<file path="src/rtl/dma_regs_pkg.sv">
package dma_regs_pkg;

   typedef enum logic [1:0] {
      FLT_NONE    = 2'd0,
      FLT_PAGE    = 2'd1,
      FLT_USER_IO = 2'd2,
      FLT_PROT    = 2'd3
   } flt_kind_t;

   localparam logic [15:0] BUS_TAG   = 16'h3C00;
   localparam logic [15:0] STAT_IDLE = 16'hFFFF;

   function automatic logic [15:0] flt_code(flt_kind_t k, logic rd, logic pie);
      logic [15:0] base;
      case (k)
         FLT_PAGE:    base = 16'hABFF;
         FLT_USER_IO: base = 16'hBAFF;
         FLT_PROT:    base = 16'hBBFF;
         default:     base = STAT_IDLE;
      endcase
      return base | (rd ? 16'h4000 : 16'h0000) | (pie ? 16'h0400 : 16'h0000);
   endfunction

endpackage

</file>
<file path="src/rtl/dma_count_reg.sv">
module dma_count_reg #(
   parameter int CNT_W = 14,
   parameter int RD_W  = 16
) (
   input  logic            clk,
   input  logic            rst_n,
   input  logic            wr,
   input  logic [RD_W-1:0] wdata,
   input  logic            step,
   output logic            dir,
   output logic            en,
   output logic            done,
   output logic [RD_W-1:0] rdata
);
   localparam int DIR_BIT = RD_W - 2;
   localparam int EN_BIT  = RD_W - 1;

   generate
      if (CNT_W != DIR_BIT) begin : g_bad_cnt_w
         $error("dma_count_reg: count must fill the bits below direction");
      end
   endgenerate

   logic [CNT_W-1:0] cnt_q;

   always_ff @(posedge clk or negedge rst_n) begin
      if (!rst_n) begin
         cnt_q <= '0;
         dir   <= 1'b0;
         en    <= 1'b0;
      end else if (wr) begin
         cnt_q <= wdata[CNT_W-1:0] + CNT_W'(1);
         dir   <= wdata[DIR_BIT];
         en    <= wdata[EN_BIT];
      end else if (step && en && (cnt_q != '0)) begin
         cnt_q <= cnt_q - CNT_W'(1);
      end
   end

   assign done = en && (cnt_q == '0);

   generate
      for (genvar i = 0; i < RD_W; i++) begin : g_rd
         if (i < CNT_W) begin : g_cnt
            assign rdata[i] = cnt_q[i];
         end else begin : g_pad
            assign rdata[i] = 1'b1;
         end
      end
   endgenerate

endmodule

</file>
<file path="src/rtl/dma_addr_reg.sv">
module dma_addr_reg #(
   parameter int ADDR_W  = 22,
   parameter int SPLIT   = 9,
   parameter int SEL_BIT = 14
) (
   input  logic               clk,
   input  logic               rst_n,
   input  logic               wr,
   input  logic [SEL_BIT:1]   a,
   input  logic               step,
   output logic [ADDR_W-1:0]  addr
);
   localparam int HI_W = ADDR_W - SPLIT;
   localparam int WD_W = ADDR_W - 1;

   generate
      if (HI_W >= SEL_BIT) begin : g_bad_hi
         $error("dma_addr_reg: upper half overlaps the select line");
      end
      if (SPLIT < 2 || SPLIT - 1 >= SEL_BIT) begin : g_bad_split
         $error("dma_addr_reg: split point out of range");
      end
   endgenerate

   logic [WD_W-1:0] wd_q;

   always_ff @(posedge clk or negedge rst_n) begin
      if (!rst_n) begin
         wd_q <= '0;
      end else if (wr && a[SEL_BIT]) begin
         wd_q[WD_W-1:SPLIT-1] <= a[HI_W:1];
      end else if (wr) begin
         wd_q[SPLIT-2:0] <= a[SPLIT-1:1];
      end else if (step) begin
         wd_q <= wd_q + WD_W'(1);
      end
   end

   assign addr = {wd_q, 1'b0};

endmodule

</file>
<file path="src/rtl/dma_perm_check.sv">
module dma_perm_check
   import dma_regs_pkg::*;
#(
   parameter int REG_W = 3
) (
   input  logic             req,
   input  logic [REG_W-1:0] region,
   input  logic [2:0]       map_bits,
   input  logic             user_mode,
   input  logic             mem_wr,
   output flt_kind_t        kind,
   output logic             ok
);
   logic absent, kern_hit, wp_hit;

   assign absent   = (map_bits[1:0] == 2'b00);
   assign kern_hit = user_mode && (region == '0);
   assign wp_hit   = user_mode && mem_wr && !map_bits[2];

   always_comb begin
      if (!req)          kind = FLT_NONE;
      else if (absent)   kind = FLT_PAGE;
      else if (kern_hit) kind = FLT_PROT;
      else if (wp_hit)   kind = FLT_PROT;
      else               kind = FLT_NONE;
   end

   assign ok = req && (kind == FLT_NONE);

endmodule

</file>
<file path="src/rtl/dma_fault_log.sv">
module dma_fault_log
   import dma_regs_pkg::*;
#(
   parameter int ADDR_W  = 22,
   parameter int FULL_AW = 24
) (
   input  logic              clk,
   input  logic              rst_n,
   input  logic              clr,
   input  flt_kind_t         kind,
   input  logic              rd,
   input  logic              pie,
   input  logic              ee,
   input  logic [ADDR_W-1:0] addr,
   output logic [15:0]       gstat,
   output logic [15:0]       bstat0,
   output logic [15:0]       bstat1,
   output logic              irq
);
   logic [FULL_AW-1:0] ext;

   generate
      if (FULL_AW != 24) begin : g_bad_full
         $error("dma_fault_log: bus status layout needs a 24-bit address");
      end
      if (ADDR_W < FULL_AW) begin : g_pad
         assign ext = {{(FULL_AW - ADDR_W){1'b0}}, addr};
      end else begin : g_full
         assign ext = addr[FULL_AW-1:0];
      end
   endgenerate

   always_ff @(posedge clk or negedge rst_n) begin
      if (!rst_n) begin
         gstat  <= STAT_IDLE;
         bstat0 <= STAT_IDLE;
         bstat1 <= STAT_IDLE;
         irq    <= 1'b0;
      end else if (kind != FLT_NONE) begin
         gstat  <= flt_code(kind, rd, pie);
         bstat0 <= BUS_TAG | {8'h00, ext[FULL_AW-1:16]};
         bstat1 <= ext[15:0];
         irq    <= ee | (irq & ~clr);
      end else if (clr) begin
         gstat  <= STAT_IDLE;
         bstat0 <= STAT_IDLE;
         bstat1 <= STAT_IDLE;
         irq    <= 1'b0;
      end
   end

endmodule

</file>
<file path="src/rtl/dma_regfile.sv">
module dma_regfile
   import dma_regs_pkg::*;
#(
   parameter int CNT_W    = 14,
   parameter int RD_W     = 16,
   parameter int ADDR_W   = 22,
   parameter int SPLIT    = 9,
   parameter int SEL_BIT  = 14,
   parameter int KERN_LSB = 19,
   parameter int FULL_AW  = 24
) (
   input  logic              clk,
   input  logic              rst_n,
   input  logic              cnt_wr,
   input  logic [RD_W-1:0]   cnt_wdata,
   input  logic              addr_wr,
   input  logic [SEL_BIT:1]  cpu_a,
   input  logic              word_done,
   input  logic              acc_req,
   input  logic [2:0]        map_bits,
   input  logic              user_mode,
   input  logic              pie,
   input  logic              ee,
   input  logic              stat_clr,
   output logic [ADDR_W-1:0] dma_addr,
   output logic [RD_W-1:0]   cnt_rdata,
   output logic              dma_dir,
   output logic              dma_en,
   output logic              dma_done,
   output logic              acc_ok,
   output logic [15:0]       gstat,
   output logic [15:0]       bstat0,
   output logic [15:0]       bstat1,
   output logic              irq7
);
   localparam int REG_W = ADDR_W - KERN_LSB;

   generate
      if (KERN_LSB >= ADDR_W || KERN_LSB < 1) begin : g_bad_kern
         $error("dma_regfile: kernel region field out of range");
      end
   endgenerate

   flt_kind_t kind;
   logic      addr_step;

   assign addr_step = word_done && dma_en;

   dma_count_reg #(.CNT_W(CNT_W), .RD_W(RD_W)) u_cnt (
      .clk   (clk),
      .rst_n (rst_n),
      .wr    (cnt_wr),
      .wdata (cnt_wdata),
      .step  (word_done),
      .dir   (dma_dir),
      .en    (dma_en),
      .done  (dma_done),
      .rdata (cnt_rdata)
   );

   dma_addr_reg #(.ADDR_W(ADDR_W), .SPLIT(SPLIT), .SEL_BIT(SEL_BIT)) u_addr (
      .clk   (clk),
      .rst_n (rst_n),
      .wr    (addr_wr),
      .a     (cpu_a),
      .step  (addr_step),
      .addr  (dma_addr)
   );

   dma_perm_check #(.REG_W(REG_W)) u_perm (
      .req       (acc_req),
      .region    (dma_addr[ADDR_W-1:KERN_LSB]),
      .map_bits  (map_bits),
      .user_mode (user_mode),
      .mem_wr    (!dma_dir),
      .kind      (kind),
      .ok        (acc_ok)
   );

   dma_fault_log #(.ADDR_W(ADDR_W), .FULL_AW(FULL_AW)) u_log (
      .clk    (clk),
      .rst_n  (rst_n),
      .clr    (stat_clr),
      .kind   (kind),
      .rd     (dma_dir),
      .pie    (pie),
      .ee     (ee),
      .addr   (dma_addr),
      .gstat  (gstat),
      .bstat0 (bstat0),
      .bstat1 (bstat1),
      .irq    (irq7)
   );

endmodule

</file>
<file path="config.mk">
export PLATFORM = sky130hd
export DESIGN_NAME = dma_regfile
export DESIGN_NICKNAME = d
export VERILOG_FILES = /design/src/rtl/dma_regs_pkg.sv /design/src/rtl/dma_count_reg.sv /design/src/rtl/dma_addr_reg.sv /design/src/rtl/dma_perm_check.sv /design/src/rtl/dma_fault_log.sv /design/src/rtl/dma_regfile.sv
export SDC_FILE = /design/constraint.sdc
export NUM_CORES = 1
export LEC_CHECK = 0
export BUFFER_PORTS_ARGS = -buffer_cell sky130_fd_sc_hd__buf_2
export CORE_ASPECT_RATIO = 1.2
export CORE_UTILIZATION = 51
export DETAILED_ROUTE_END_ITERATION = 10
export PLACE_DENSITY_LB_ADDON = 0.25
export SETUP_SLACK_MARGIN = 0.1
export SYNTH_ARGS = -nofsm -noshare
export SYNTH_HDL_FRONTEND = slang
export SYNTH_SLANG_ARGS = --single-unit
</file>
<file path="constraint.sdc">
create_clock -name clk -period 2 [get_ports clk]
set_input_delay 0.2 -clock clk [delete_from_list [all_inputs] [get_ports clk]]
set_output_delay 0.2 -clock clk [all_outputs]
set_load 0.02 [all_outputs]
</file>
==> metrics.yaml <==
cts_max_level: 3
syn_to_final_growth_pct: 25.7
die_h_um: 96.9
numCtsBuffers: 9
ys_async_sr_fraction: 1.00
grt_antenna_before_repair: 0
grt_max_degree: 65
synth-edff-count: 0
avgSynthCellArea_um2: 9.17
via_per_inst: 5.61
reg2reg_slack_ps: 170
setup_viol: 0
ant_nets: 0
wl_per_cell_um: 15.6
status: "finished clean"
io_pins: 134
drc: 0
port_buffers: 114
ys_seq_area_frac: 0.427
total_power_mw: 3.92
fin_tns_setup_ps: 0
hpwl_um: 7140
synth_flop_cell: "dfrtp_1"
final_net_count: 592
initial_core_util: 0.526
final.min_clock_period_ps: 1900
cellPowerDensity_mw_per_mm2: 814
crit_type: "reg2out"
insertedDiodeCount: 0
crit_arrival_ps: 1700
synth_area_mm2: 0.00382
grt_pass1_wl_um: 16000
start_kind: "flop"
first_pass_iters: 5
cts_num_sinks: 64
fillers: 626
clock_latency_ps: 350
crit_path_end_kind: "output port"
globalplace.congestion: 0.883
hold_depth: 2
drt_iter0_drc: 201
synth_warnings: 0
coreArea_mm2: 0.00727
synth_cells: 417
r2r-start: "u_cnt.en"
max-cap-violations: 0
r2r-end: "u_cnt.cnt_q[13]"
p_leak_nw: 2.17
fin_hold_ws_ps: 33.0
num_vias: 3593
synthDistinctLibCells: 58
row_count: 34
grt_overflow: 0
finalHoldViolations: 0
dieWidth_um: 81.1
drt-total-wl_um: 9960
drv_slew: 0
seqCellArea_mm2: 0.00164
path_clk_slew_ps: 70
hold_end: "u_log.gstat[12]"
grt_pass1_vias: 3368
hold_path_class: "in2reg"
cts_buffer_depth: 2
worst_slew_pin_slew_ps: 619
peakVddDrop_uv: 496
fin_skew_ps: 5.26
tritoncts: "built"
layout-drive-gt1-share: 0.373
crit_path_max_fanout: 5
rsz0062_at_grt: "yes"
dieArea_mm2: 0.00785
cts_root_buffer: "clkbuf_8"
max_freq_ghz: 0.525
critical_path_required_ps: 1800
ys_ff_latch: 64
reg2reg_depth: 5
multiInputGateArea_mm2: 0.00194
max_slew_margin: 0.582
track_usage: 0.266
hp-start: "acc_req"
fin_crit_sh: 0.952
[worst max path at each step]
| stage | from | endpoint | cells after the start | slack, ps |
|---|---|---|---|---|
| finish | u_cnt.cnt_q[10] | dma_done | 5 | 100 |
| global route | u_cnt.cnt_q[10] | dma_done | 5 | 20 |
| CTS | u_cnt.cnt_q[4] | dma_done | 5 | 20 |
| detailed placement | u_addr.wd_q[0] | u_addr.wd_q[18] | 5 | 30 |
| global placement | u_addr.wd_q[0] | u_addr.wd_q[18] | 5 | 130 |
| floorplan | u_addr.wd_q[1] | u_addr.wd_q[14] | 6 | 80 |
[logic make-up after synthesis]
family                     count (synthesis)  share of synthesized area
buffers and inverters                     74                     0.0985
and+or+nand+nor                          145                      0.203
muxes                                     31                     0.0815
adders and majority gates                  3                    0.00981
AOI/OAI and AO/OA                         85                      0.148
other                                      2                    0.00196
DFF                                       64                      0.427
xor gates and xnor gates                  13                     0.0298
[per-layer routing]
metal,global-route usage,vias up,share of wire
met1,0.347,1711,0.44
met3,0.0368,29,0.051
met4,0.135,0,0.030
met2,0.423,144,0.48
met5,0,-,0
li1,-,1709,-
[final cells by class]
type                            count  area share
Tap cell                           90      0.0234
Inverter                           32      0.0250
Clock buffer                       12      0.0302
Multi-Input combinational cell    296       0.403
Timing Repair Buffer              143       0.168
Clock inverter                      3     0.00885
Sequential cell                    64       0.342
[sequential cells by signal (all words and copies together), names as in the netlist]
name and flops:
u_log.bstat0 6, u_log.bstat1 16, u_cnt.dir 1, u_addr.wd_q 21, u_cnt.en 1, u_log.gstat 4, u_log.irq 1, u_cnt.cnt_q 14
[critical path: stages (launching register included)]
cell and delay (ps):
dfrtp_2 450, nor4_4 280, buf_4 150, and4_4 220, and2_1 120, buf_4 130
[power breakdown]
group	switching (mW)	leakage (nW)	internal, mW
logic	0.728	1.37	0.431
registers	0.164	0.699	1.50
clock network	0.496	0.0925	0.602
total	1.39	2.17	2.53
[cell usage in the layout (no fill, tap or decap), types with 7 or more instances in the layout]
cell        n
conb_1     19
dfrtp_2     8
clkbuf_8   10
buf_2     113
nand2_1    22
inv_1      32
xnor2_1     7
or3_1       8
a31oi_1    14
a21oi_1    19
mux2i_1    30
nand4_1     7
o21ai_0    15
nand3_1    14
dfrtp_1    30
buf_4      28
dfstp_2    26
nor2_1     48
[through the flow]
| step | cell area, µm² | worst slack [ps] | instances | utilization |
|---|---|---|---|---|
| global route | 4810 | 20.5 | 640 | 0.661 |
| floorplan | 3910 | 80.4 | 434 | - |
| global placement | 4490 | 130 | 615 | 0.618 |
| detailed placement | 4490 | 33.3 | 615 | 0.618 |
| finish | 4810 | 95.1 | 640 | 0.661 |
| CTS | 4730 | 16.8 | 633 | 0.650 |
[timing repair]
| action | in CTS | in global routing |
|---|---|---|
| endpoints found under the setup margin | 5 | 7 |
| hold buffers | 1 | 0 |
| hold endpoints to repair | 38 | 0 |
| gates resized for setup | 4 | 9 |
| pin swaps | 0 | 3 |
| setup buffers | 2 | 7 |
[Yosys cell counts (3+ instances only)]
cell type | instances | area, µm²
nor3_1 | 6 | 30.0
clkbuf_1 | 13 | 48.8
ha_1 | 3 | 37.5
a31oi_1 | 14 | 87.6
and2_1 | 6 | 37.5
nand4_1 | 7 | 43.8
mux2i_1 | 30 | 300
dfstp_2 | 26 | 683
xor2_1 | 6 | 52.6
nand2_1 | 22 | 82.6
xnor2_1 | 7 | 61.3
buf_2 | 4 | 20.0
a21o_1 | 4 | 30.0
dfrtp_1 | 38 | 951
and3_1 | 3 | 18.8
inv_1 | 32 | 120
nand3_1 | 14 | 70.1
a21oi_1 | 19 | 95.1
o31ai_1 | 3 | 22.5
o31a_1 | 3 | 26.3
and4_1 | 4 | 35.0
a41oi_1 | 3 | 26.3
or4_1 | 3 | 22.5
o21ai_0 | 15 | 75.1
nor2_1 | 48 | 180
buf_4 | 25 | 188
or3_1 | 8 | 50.1
nor4_1 | 7 | 43.8
a311oi_1 | 4 | 35.0
No activity file was read; power rests on OpenSTA's default activity.
